<file path="src/rtl/jam_seq_pkg.sv">
package jam_seq_pkg;

  localparam int unsigned SEQ_W     = 4;
  localparam int unsigned SEQ_CODES = 1 << SEQ_W;

  typedef logic [SEQ_W-1:0] seq_code_t;

  localparam seq_code_t HOME_CODE = seq_code_t'(5);
  localparam seq_code_t FLAG_CODE = seq_code_t'(12);

  // True when the code is one of the nine codes on the ring.
  function automatic logic on_ring(input seq_code_t c);
    case (c)
      4'd3, 4'd4, 4'd5, 4'd7, 4'd8, 4'd9, 4'd11, 4'd12, 4'd13: on_ring = 1'b1;
      default:                                                 on_ring = 1'b0;
    endcase
  endfunction

  // Successor of a code on the ring; codes off the ring give HOME_CODE here.
  function automatic seq_code_t ring_step(input seq_code_t c);
    case (c)
      4'd5:    ring_step = 4'd7;
      4'd7:    ring_step = 4'd8;
      4'd8:    ring_step = 4'd9;
      4'd9:    ring_step = 4'd11;
      4'd11:   ring_step = 4'd12;
      4'd12:   ring_step = 4'd13;
      4'd13:   ring_step = 4'd3;
      4'd3:    ring_step = 4'd4;
      4'd4:    ring_step = 4'd5;
      default: ring_step = HOME_CODE;
    endcase
  endfunction

  // Recovery target for a code off the ring; codes on the ring give HOME_CODE here.
  function automatic seq_code_t rescue_step(input seq_code_t c);
    case (c)
      4'd0:    rescue_step = 4'd5;
      4'd1:    rescue_step = 4'd7;
      4'd2:    rescue_step = 4'd8;
      4'd6:    rescue_step = 4'd7;
      4'd10:   rescue_step = 4'd11;
      4'd14:   rescue_step = 4'd4;
      4'd15:   rescue_step = 4'd5;
      default: rescue_step = HOME_CODE;
    endcase
  endfunction

endpackage

</file>
<file path="src/rtl/jam_seq_next.sv">
module jam_seq_next
  import jam_seq_pkg::*;
(
  input  seq_code_t cur_code,
  output seq_code_t nxt_code,
  output logic      cur_on_ring
);

  seq_code_t step_code;
  seq_code_t rescue_code;

  always_comb begin
    cur_on_ring = on_ring(cur_code);
    step_code   = ring_step(cur_code);
    rescue_code = rescue_step(cur_code);
    nxt_code    = cur_on_ring ? step_code : rescue_code;
  end

  // whatever the current code, the computed successor lies on the ring
  always_comb begin
    a_r3_next_on_ring: assert (on_ring(nxt_code) || $isunknown(cur_code));
  end

endmodule

</file>
<file path="src/rtl/jam_seq_decode.sv">
module jam_seq_decode
  import jam_seq_pkg::*;
#(
  parameter seq_code_t MATCH = FLAG_CODE
) (
  input  seq_code_t code_in,
  output logic      hit
);

  logic [SEQ_W-1:0] bit_eq;

  for (genvar b = 0; b < SEQ_W; b++) begin : g_bit
    assign bit_eq[b] = ~(code_in[b] ^ MATCH[b]);
  end

  assign hit = &bit_eq;

endmodule

</file>
<file path="src/rtl/jam_seq_reg.sv">
module jam_seq_reg
  import jam_seq_pkg::*;
(
  input  logic      clk,
  input  logic      rst,
  input  logic      load_en,
  input  seq_code_t load_code,
  input  seq_code_t auto_code,
  output seq_code_t q
);

  always_ff @(posedge clk) begin
    if (rst)          q <= HOME_CODE;
    else if (load_en) q <= load_code;
    else              q <= auto_code;
  end

endmodule

</file>
<file path="src/rtl/jam_seq_fsm.sv">
module jam_seq_fsm
  import jam_seq_pkg::*;
(
  input  logic             clk,
  input  logic             rst,
  input  logic             load_en,
  input  logic [SEQ_W-1:0] load_data,
  output logic [SEQ_W-1:0] state_q,
  output logic             flag_out
);

  seq_code_t auto_code;
  logic      was_on_ring;
  logic      past_ok = 1'b0;

  jam_seq_next u_next (
    .cur_code    (state_q),
    .nxt_code    (auto_code),
    .cur_on_ring (was_on_ring)
  );

  jam_seq_reg u_reg (
    .clk       (clk),
    .rst       (rst),
    .load_en   (load_en),
    .load_code (load_data),
    .auto_code (auto_code),
    .q         (state_q)
  );

  jam_seq_decode #(.MATCH(FLAG_CODE)) u_dec (
    .code_in (state_q),
    .hit     (flag_out)
  );

  always_ff @(posedge clk) past_ok <= 1'b1;

  // reset lands on the home code, even with a load pending
  a_r7_reset_home: assert property (@(posedge clk)
    past_ok && $past(rst) |-> state_q == HOME_CODE);

  // a load wins over the ring and recovery logic
  a_r4_load_copies: assert property (@(posedge clk) disable iff (rst)
    past_ok && !$past(rst) && $past(load_en) |-> state_q == $past(load_data));

  // a code on the ring advances to its successor
  a_r2_ring_step: assert property (@(posedge clk) disable iff (rst)
    past_ok && !$past(rst) && !$past(load_en) && $past(was_on_ring)
      |-> state_q == ring_step($past(state_q)));

  // a code off the ring rejoins the ring in one step
  a_r3_rejoin: assert property (@(posedge clk) disable iff (rst)
    past_ok && !$past(rst) && !$past(load_en) && !$past(was_on_ring)
      |-> on_ring(state_q));

  // the flag marks state 12 and nothing else
  a_r6_flag_only_12: assert property (@(posedge clk) disable iff (rst)
    flag_out |-> state_q == 4'b1100);

endmodule

</file>
<file path="config.mk">
export PLATFORM = sky130hd
export DESIGN_NAME = jam_seq_fsm
export DESIGN_NICKNAME = d
export VERILOG_FILES = /design/src/rtl/jam_seq_pkg.sv /design/src/rtl/jam_seq_next.sv /design/src/rtl/jam_seq_decode.sv /design/src/rtl/jam_seq_reg.sv /design/src/rtl/jam_seq_fsm.sv
export SDC_FILE = /design/constraint.sdc
export NUM_CORES = 1
export LEC_CHECK = 0
export BUFFER_PORTS_ARGS = -buffer_cell sky130_fd_sc_hd__clkbuf_2
export CAP_MARGIN = 20
export CORE_AREA = 2 2 39 41
export DETAILED_ROUTE_END_ITERATION = 12
export DIE_AREA = 0 0 41 43
export SYNTH_ARGS = -nofsm -noshare
export SYNTH_HDL_FRONTEND = slang
export SYNTH_SLANG_ARGS = --single-unit
</file>
<file path="constraint.sdc">
create_clock -name clk -period 4.9 [get_ports clk]
set_clock_uncertainty 0.15 [all_clocks]
set_input_delay 0.735 -clock clk [delete_from_list [all_inputs] [get_ports clk]]
set_output_delay 0.735 -clock clk [all_outputs]
set_load 0.01 [all_outputs]
</file>
# Word level (Yosys, flattened, before mapping)
# Memories as Yosys holds them, arrays and structs flattened. A register that Yosys moved wholly into a read port is not among the register bits.
# Cells that the tools add are included.
[op_classes]
eq_ne = 5
muxes = 5
bitwise = 2
n_reduce_logical = 2
[ops]
columns = ["op", "n"]
rows = [
  ["$mux W4", 4],
  ["$pmux W4 S4", 1],
  ["$eq A4 B4 Y1 const B", 2],
  ["$eq A4 B1 Y1 const B", 1],
  ["$eq A4 B2 Y1 const B", 1],
  ["$eq A4 B3 Y1 const B", 1],
  ["$reduce_and A4 Y1", 1],
  ["$not A1 Y1", 2],
  ["$reduce_or A2 Y1", 1],
]
[word_totals]
regBits = 4
rom_bits = 80
input_bits = 7
out_inout_bits = 5
word_cells = 17
n_memories = 2
[mem_list]
columns = ["memory", "words", "width", "read_ports", "rd_clocked_by_memory_dff", "wr", "line_no", "text"]
rows = [
  ["(no name shown)", 16, 4, 1, 1, 0, "jam_seq_pkg.sv:21", "case (c)"],
  ["(no name shown)", 16, 1, 1, 1, 0, "jam_seq_pkg.sv:13", "case (c)"],
]

# Longest topological paths before layout
# Gate-level depths: netlist (run 1).
[logic_depth]
depth_word = 6
ltp_mapped = 6
ltp_nobuf = 6

# Hierarchy
# Synthesis (run 1) repeated with hierarchy kept, for this count alone.
[hier_totals]
hier_cells = 32
area_unflattened_um2 = 266.5
[modules_own_cells]
columns = ["module", "n_inst", "cells_each", "area_per_inst_um2", "seq_area_each_um2"]
rows = [
  ["jam_seq_reg", 1, 12, 137.6, 80.1],
  ["jam_seq_next", 1, 19, 116.4, 0.0],
  ["jam_seq_decode", 1, 1, 12.5, 0.0],
]

# Least setup slack after synthesis (run 1)
# OpenSTA, ideal clock, no wires.
[synth_timing]
kind = "input-to-reg"
from = "input load_en"
to = "register, netlist name u_next.step_code[0]"
arrival_ps = 1966
slack_ps = 2657
cell_stages = 6
n_path_buf = 1
path_cell_list = "buf_2 -> nor4b_1 -> a221oi_1 -> nor2_1 -> a21o_1 -> or3_1"
[synth_between]
elab_chain_len = 2
[synth_lines]
columns = ["element", "line_no", "text"]
rows = [
  ["from (decl)", "jam_seq_fsm.sv:6", "input logic load_en,"],
  ["$mux W4", "jam_seq_reg.sv:14", "else if (load_en) q <= load_code;"],
  ["$mux W4 (no source line)", "--", ""],
]
# No other way between the ends.
# A chain may end at the register's enable or synchronous reset.

# Worst setup path after layout (run 1)
[layout_timing]
from = "input load_en"
to = "register, netlist name u_next.step_code[0]"
[layout_between]
elab_chain_len = 2
[layout_lines]
columns = ["element", "line_no"]
rows = [
  ["$mux W4", "jam_seq_reg.sv:14"],
  ["$mux W4 (no source line)", "--"],
]
# No other way between the ends.

==> results by group, run 1 <==
CTS
  – Number of sinks driven by the clock tree: 9
  – Number of post-CTS setup repair buffers: 0
  – CTS tree: done
  – Clock transition time at the flip-flop clock pins of the worst setup and hold paths: roughly 0.06 ns
  – Clock H-tree levels: 1
  – Root buffer selected by CTS: sky130_fd_sc_hd__clkbuf_4
  – Maximum number of buffers from clock root to sink: 2
  – Count of cells resized by post-cts repair: 0
  – Clk Latency, worst-skew pair: ~0.27 ns
  – Inserted Clock Buffers: 3
  – Hold Buf Count CTS: 0

Die
  – Rows: 14
  – Die outline width: 41 µm
  – Effective utilization at floorplan: 0.340
  – Die Y: between 40 and 50 µm
  – Die Footprint: approximately 1800 µm²
  – Top-level I/O count: 12
  – Core Area: around 1400 µm²

Hold path
  – Hold WC Path Type: flop to flop
  – Worst Hold End: u_reg.q[3]
  – Startpoint of the tightest hold check path: u_next.step_code[3]
  – Worst hold path depth: 2

Power
  – Power density of the placed cells: around 330 nW/µm²
  – Switching part of the total: 0.292
  – Fraction of power consumed by combinational cells: 0.213
  – Power Internal: roughly 130 µW
  – Peak supply drop: 0.000166 V
  – Sw Pwr: 54.1 µW
  – Lkg Pwr: between 0.2 and 0.3 nW
  – Share of power burned in the clock network: 0.307
  – Share of power burned in registers: 0.480

GRT
  – Global-route wire length before repair: 1350 µm
  – Vias in the first global route: 342
  – Overall routing resource usage: 0.119
  – Total overflow reported by the global router: 0
  – GRT met1 Usage: 0.121
  – Most used routing layer in global routing: met2
  – Pin count of the biggest net entering global routing: 11
  – Met2 track demand over resource: 0.172
  – Met3 Resource Use GR: 0.0366
  – Initial antenna violation count: 0

STA
  – Tcrit/Tclk final: 0.440
  – Setup_tns: 0 ns
  – Post-route worst hold slack: 0.372 ns
  – # setup viols final: 0
  – Final count of pins violating max slew: 0
  – Fmax: between 400 and 500 MHz
  – Measured slew at the worst slew-check pin: ~0.54 ns
  – Clock period minus final worst setup slack: between 2 and 2.5 ns
  – Headroom to the max-slew limit: 0.637
  – Post-route setup slack: approximately 2.7 ns
  – Unrepaired setup endpoints after global routing: no
  – Number of failing hold endpoints at the final stage: 0

Synthesis
  – Biggest area contributors in the synthesized netlist: sky130_fd_sc_hd__dfxtp_1 38%, sky130_fd_sc_hd__a21o_1 6.4%, sky130_fd_sc_hd__nor4b_2 6.4%, sky130_fd_sc_hd__a221oi_4 5.6%, sky130_fd_sc_hd__inv_1 4.0%
  – Library cells used by synthesis: 25
  – Synthesized instance count: 48
  – Warnings, synthesis: 0
  – Synth area leader: sky130_fd_sc_hd__dfxtp_1
  – Number of nets in the synthesized netlist: 55
  – Syn Area/Cell: 9.80 µm²
  – Sequential element share of the synthesized area: 0.383
  – Total of flip-flops plus latches after synthesis: 9
  – Total standard cell area after synthesis: 470 µm²
  – Fraction of post-synthesis cell area in the top cell type by area: 0.383

Layout
  – Fillers: 139
  – Area of the multi-input gates: 263 µm²
  – Layout cells sized above 1: 0.355
  – Reg area: about 180 µm²
  – Area growth, synth to finish: 20.7%
  – Antenna diodes: 0
  – Nets@finish: 70

Setup path
  – Critical path class: primary input to flop
  – Data required time at the worst endpoint: approximately 4.9 ns
  – FF-to-FF Start: u_reg.q[0]
  – Reg2reg end: u_next.step_code[0]
  – Slowest CP cell: sky130_fd_sc_hd__a221oi_1
  – Slowest Stage Delay on Critical Path: approximately 0.45 ns
  – Largest delay share family, worst path: compound AO/OA/AOI/OAI gates
  – Crit path DAT: about 2.2 ns
  – Crit Path Max Fanout: 10
  – Slack of the worst reg-to-reg path: a little under 3 ns
  – Depth of the worst register-to-register path: 6
  – Chain of cells forming the critical path: clkbuf_2 > nor4b_1 > a221oi_1 > nor2_1 > a21o_1 > or3_1
  – WP buf/inv: 1
  – Critical path endpoint category: flop
  – Crit start category: primary input

Drt
  – Final wirelength: 845 µm
  – Initial drt markers: 4
  – DRC viols: 0
  – Number of vias per cell: approximately 4.9
  – Via total after detailed routing: approximately 380
  – Routed wire length per instance: roughly 11 µm
  – Number of search-and-repair iterations in the first detailed-routing pass: 4
  – Residual antenna-violating net count after detailed routing: 0

Place
  – Post-place setup slack: approximately 2.4 ns
  – Port Buf Inserts: 11
  – GPL Wtd Cong: roughly 0.75
  – Post-DP HPWL: a little under 700 µm

Run status
  – Result of the run: finished, final reports clean

Flow run
  – Max Cap Viol: 0
==> metal layers <==
layer  routed length, µm  share of wire
met1                 341           0.40
met2                 426           0.50
met3                  32          0.038
met4                  45          0.053
met5                   0              0
==> synth_stat cells, drive strengths merged <==
| library cell | count |
|---|---|
| buf | 1 |
| a211o | 1 |
| or4b | 1 |
| a21o | 4 |
| xnor2 | 1 |
| a21oi | 1 |
| o21ba | 2 |
| nand2 | 2 |
| nor2 | 5 |
| a221oi | 3 |
| nor4b | 3 |
| dfxtp | 9 |
| nor3b | 2 |
| inv | 6 |
| nand2b | 1 |
| nor3 | 3 |
| o311a | 1 |
| or3 | 1 |
| o21ai | 1 |
==> worst max path at each step <==
stage               slack (ns)                   to     from  cells after the start
finish                    2.74  u_next.step_code[0]  load_en                      6
global route              2.55  u_next.step_code[2]  load_en                      6
detailed placement        2.45  u_next.step_code[0]  load_en                      6
floorplan                 2.66  u_next.step_code[0]  load_en                      6
CTS                       2.74  u_next.step_code[0]  load_en                      6
global placement          2.52  u_next.step_code[0]  load_en                      6
==> tightest hold or removal path, stage by stage (launching register included) <==
cell and delay [ns]:
sky130_fd_sc_hd__dfxtp_1 0.29, sky130_fd_sc_hd__nand2_1 0.07, sky130_fd_sc_hd__a221oi_2 0.11
==> placed cells by master (no fill, tap or decap) <==
cell type / n
sky130_fd_sc_hd__clkbuf_2: 11
sky130_fd_sc_hd__dfxtp_1: 9
sky130_fd_sc_hd__inv_1: 5
sky130_fd_sc_hd__nor2_1: 4
sky130_fd_sc_hd__a21o_1: 4
sky130_fd_sc_hd__nor3_1: 3
sky130_fd_sc_hd__clkbuf_4: 3
sky130_fd_sc_hd__nor3b_1: 2
sky130_fd_sc_hd__nor4b_2: 2
sky130_fd_sc_hd__nand2_1: 2
sky130_fd_sc_hd__xnor2_1: 1
sky130_fd_sc_hd__or4b_1: 1
sky130_fd_sc_hd__o311a_1: 1
sky130_fd_sc_hd__a211o_1: 1
sky130_fd_sc_hd__nor2_4: 1
sky130_fd_sc_hd__nand2b_1: 1
sky130_fd_sc_hd__a221oi_4: 1
sky130_fd_sc_hd__nor4b_1: 1
sky130_fd_sc_hd__a221oi_1: 1
sky130_fd_sc_hd__a221oi_2: 1
sky130_fd_sc_hd__o21ai_0: 1
sky130_fd_sc_hd__o21ba_1: 1
sky130_fd_sc_hd__inv_2: 1
sky130_fd_sc_hd__or3_1: 1
sky130_fd_sc_hd__o21ba_2: 1
sky130_fd_sc_hd__a21oi_1: 1
sky130_fd_sc_hd__clkinv_2: 1
==> area by class of cell <==
| class | instances | share of cell area |
|---|---|---|
| Multi-Input combinational cell | 32 | 0.463 |
| Sequential cell | 9 | 0.317 |
| Timing Repair Buffer | 11 | 0.0969 |
| Clock buffer | 3 | 0.0396 |
| Inverter | 6 | 0.0396 |
| Tap cell | 16 | 0.0352 |
| Clock inverter | 1 | 0.00881 |
==> kinds of logic (layout without fill, tap and decap cells) <==
family                 count (synthesis)  count (layout)  share of synthesized area
AO/OA/AOI/OAI                         13              13                      0.274
XOR/XNOR                               1               1                     0.0186
buffers and inverters                  7              21                     0.0585
flip-flops                             9               9                      0.383
AND/OR/NAND/NOR                       18              18                      0.266
==> state kept, by name (all words and copies together), names as in the netlist <==
name                flops
u_reg.q                 4
u_next.step_code        4
u_next.cur_on_ring      1
==> through the flow <==
| stage | instances | utilization | instance area [µm²] | power [mW] |
|---|---|---|---|---|
| 2_1_floorplan | 48 | - | 470 | 0.119 |
| 3_3_place_gp | 74 | 0.391 | 541 | 0.130 |
| 3_5_place_dp | 74 | 0.391 | 541 | 0.131 |
| 4_1_cts | 78 | 0.410 | 568 | 0.187 |
| 5_1_grt | 78 | 0.410 | 568 | 0.195 |
| 6_report | 78 | 0.410 | 568 | 0.185 |
==> power by group through the flow <==
| stage | clock network (mW) | registers, mW | logic (mW) |
|---|---|---|---|
| 3_3_place_gp | 0 | 0.0906 | 0.0398 |
| 4_1_cts | 0.0581 | 0.0891 | 0.0399 |
| 3_5_place_dp | 0 | 0.0907 | 0.0398 |
| 6_report | 0.0570 | 0.0891 | 0.0394 |
| 2_1_floorplan | 0 | 0.0905 | 0.0287 |
| 5_1_grt | 0.0610 | 0.0902 | 0.0436 |
Power figures use the tool's default switching activity.
==> run 2, diff against run 1 <==
==> constraint.sdc (replaced) <==
create_clock -name clk -period 2.2 [get_ports clk]
set_clock_uncertainty 0.15 [all_clocks]
set_input_delay 0.33 -clock clk [delete_from_list [all_inputs] [get_ports clk]]
set_output_delay 0.33 -clock clk [all_outputs]
set_load 0.01 [all_outputs]
==> results by group, run 2 (synthesized netlist as in run 1, its figures left out) <==
Die
  – Die Y: 43 µm (unchanged)
  – Effective utilization at floorplan: 0.340 (unchanged)
  – Top-level I/O count: 12 (unchanged)
  – Die outline width: 41 µm (unchanged)
  – Die Footprint: 1760 µm² (unchanged)
  – Core Area: 1380 µm² (unchanged)
  – Rows: 14 (unchanged)

STA
  – Tcrit/Tclk final: 0.904
  – # setup viols final: 0 (unchanged)
  – Clock period minus final worst setup slack: approximately 2 ns
  – Fmax: roughly 500 MHz
  – Measured slew at the worst slew-check pin: 0.500 ns (was 0.545 ns)
  – Final count of pins violating max slew: 0 (unchanged)
  – Number of failing hold endpoints at the final stage: 0 (unchanged)
  – Post-route worst hold slack: 0.221 ns (was 0.372 ns)
  – Unrepaired setup endpoints after global routing: no (unchanged)
  – Headroom to the max-slew limit: 0.667 (was 0.637)
  – Setup_tns: 0 ns (unchanged)

Layout
  – Fillers: 130 (was 139)
  – Most frequent standard cell in the layout excluding fill and tap cells: sky130_fd_sc_hd__clkbuf_2 (unchanged)
  – Nets@finish: 72 (was 70)
  – Antenna diodes: 0 (unchanged)
  – Layout cells sized above 1: 0.359 (was 0.355)
  – Area growth, synth to finish: 23.7% (was 20.7%)
  – Finished Core Util: 0.420 (was 0.410)
  – Highest-count cells in the layout ignoring fill and taps: 11 x sky130_fd_sc_hd__clkbuf_2, 9 x sky130_fd_sc_hd__dfxtp_1, 5 x sky130_fd_sc_hd__inv_1 (unchanged)
  – Final Non-Filler Cells: 80 (was 78)

Drt
  – Routed wire length per instance: 11.0 µm (was 10.8 µm)
  – Number of vias per cell: 4.80 (was 4.91)
  – DRC viols: 0 (unchanged)
  – Initial drt markers: 4 (unchanged)
  – Residual antenna-violating net count after detailed routing: 0 (unchanged)
  – Number of search-and-repair iterations in the first detailed-routing pass: 4 (unchanged)
  – Final wirelength: 876 µm (was 845 µm)
  – Via total after detailed routing: 384 (was 383)

Setup path
  – Slowest Stage Delay on Critical Path: 0.48 ns (was 0.45 ns)
  – Chain of cells forming the critical path: nor4b_1 > a221oi_1 > nor2_1 > a21o_1 > or3_1 (was clkbuf_2 > nor4b_1 > a221oi_1 > nor2_1 > a21o_1 > or3_1)
  – WP depth: 5 (was 6)
  – Critical path class: flop to flop (was primary input to flop)
  – Slowest CP cell: sky130_fd_sc_hd__a221oi_1 (unchanged)
  – Data required time at the worst endpoint: 2.19 ns (was 4.91 ns)
  – Slack of the worst reg-to-reg path: 0.21 ns (was 2.92 ns)
  – FF-to-FF Start: u_next.cur_on_ring (was u_reg.q[0])
  – WP buf/inv: 0 (was 1)
  – Crit Path Max Fanout: 7 (was 10)
  – Crit start category: flop (was primary input)
  – Crit path DAT: 1.98 ns (was 2.16 ns)
  – Critical path destination: u_next.step_code[0] (unchanged)
  – Critical path launch point: u_next.cur_on_ring (was load_en)
  – Critical path endpoint category: flop (unchanged)
  – Largest delay share family, worst path: compound AO/OA/AOI/OAI gates (unchanged)
  – Reg2reg end: u_next.step_code[0] (unchanged)
  – Depth of the worst register-to-register path: 5 (was 6)

Flow run
  – Max Cap Viol: 0 (unchanged)

CTS
  – Number of post-CTS setup repair buffers: 0 (unchanged)
  – Count of cells resized by post-cts repair: 0 (unchanged)
  – Number of sinks driven by the clock tree: 9 (unchanged)
  – CTS tree: done (unchanged)
  – Clock transition time at the flip-flop clock pins of the worst setup and hold paths: 0.06 ns (about the same)
  – Root buffer selected by CTS: sky130_fd_sc_hd__clkbuf_4 (unchanged)
  – Hold Buf Count CTS: 0 (unchanged)
  – Maximum number of buffers from clock root to sink: 2 (unchanged)
  – Clock H-tree levels: 1 (unchanged)
  – Clk Latency, worst-skew pair: 0.26 ns (was 0.27 ns)
  – Inserted Clock Buffers: 3 (unchanged)

Place
  – Dpl cells: 76 (was 74)
  – GPL Wtd Cong: 0.774 (was 0.751)
  – Post-DP HPWL: 699 µm (was 675 µm)
  – Port Buf Inserts: 11 (unchanged)

Run status
  – Result of the run: finished, final reports clean (unchanged)

GRT
  – Overall routing resource usage: 0.128 (was 0.119)
  – Met2 track demand over resource: 0.191 (was 0.172)
  – Pin count of the biggest net entering global routing: 8 (was 11)
  – Global-route wire length before repair: 1510 µm (was 1350 µm)
  – GRT met1 Usage: 0.147 (was 0.121)
  – Total overflow reported by the global router: 0 (unchanged)
  – Initial antenna violation count: 0 (unchanged)
  – Most used routing layer in global routing: met2 (unchanged)
  – Vias in the first global route: 374 (was 342)
  – Met3 Resource Use GR: 0.0471 (was 0.0366)

Power
  – Peak supply drop: 0.000390 V (was 0.000166 V)
  – Power density of the placed cells: 714 nW/µm² (was 326 nW/µm²)
  – Lkg Pwr: 0.268 nW (was 0.261 nW)

Hold path
  – Hold WC Path Type: primary input to flop (was flop to flop)
[run 2: cell types whose count changed in the layout (fill, tap and decap cells not counted), sizes merged]
cell    change
buf         +2
clkbuf      +1
clkinv      -1
[run 2: how the worst min path moves through the flow]
stage | slack, ns | endpoint | startpoint | depth (start not counted)
3_3_place_gp | 0.47 | u_reg.q[3] | u_next.step_code[3] | 3
3_5_place_dp | 0.47 | u_reg.q[3] | u_next.step_code[3] | 3
2_1_floorplan | 0.28 | u_reg.q[3] | rst | 1
6_report | 0.22 | u_reg.q[2] | load_data[2] | 3
5_1_grt | 0.21 | u_reg.q[2] | load_data[2] | 3
4_1_cts | 0.21 | u_reg.q[2] | load_data[2] | 3
[run 2: worst reg2reg max path, delay by kind of cell, from the launching register on]
kind             cells  cell delay [ns]
AO/OA/AOI/OAI        2             0.69
flip-flops           1             0.45
AND/OR/NAND/NOR      3             0.58
[run 2: area by class of cell]
class,instances,area (µm²),share of cell area
multi-input combinational,32,263,0.452
sequential,9,180,0.310
clock buffer,4,26.3,0.0452
timing repair buffer,13,70.1,0.120
tap,16,20.0,0.0344
inverter,6,22.5,0.0387
[run 2: per-layer routing]
layer,routed length (µm),vias up
met5,0,-
met4,6,0
met3,26,2
met2,448,7
met1,394,170
li1,-,205
[run 2: metrics by stage]
step	area (µm²)	total power, mW	worst slack (ns)
finish	582	0.415	0.212
global route	582	0.443	0.0375
CTS	582	0.422	0.214
detailed placement	556	0.295	0.226
global placement	556	0.294	0.227
floorplan	470	0.265	0.358
[run 2: where the power goes]
group          total [mW]  switching, mW  internal [mW]
registers           0.198         0.0155          0.183
clock network       0.126         0.0557         0.0698
logic              0.0917         0.0459         0.0457
total               0.415          0.117          0.298
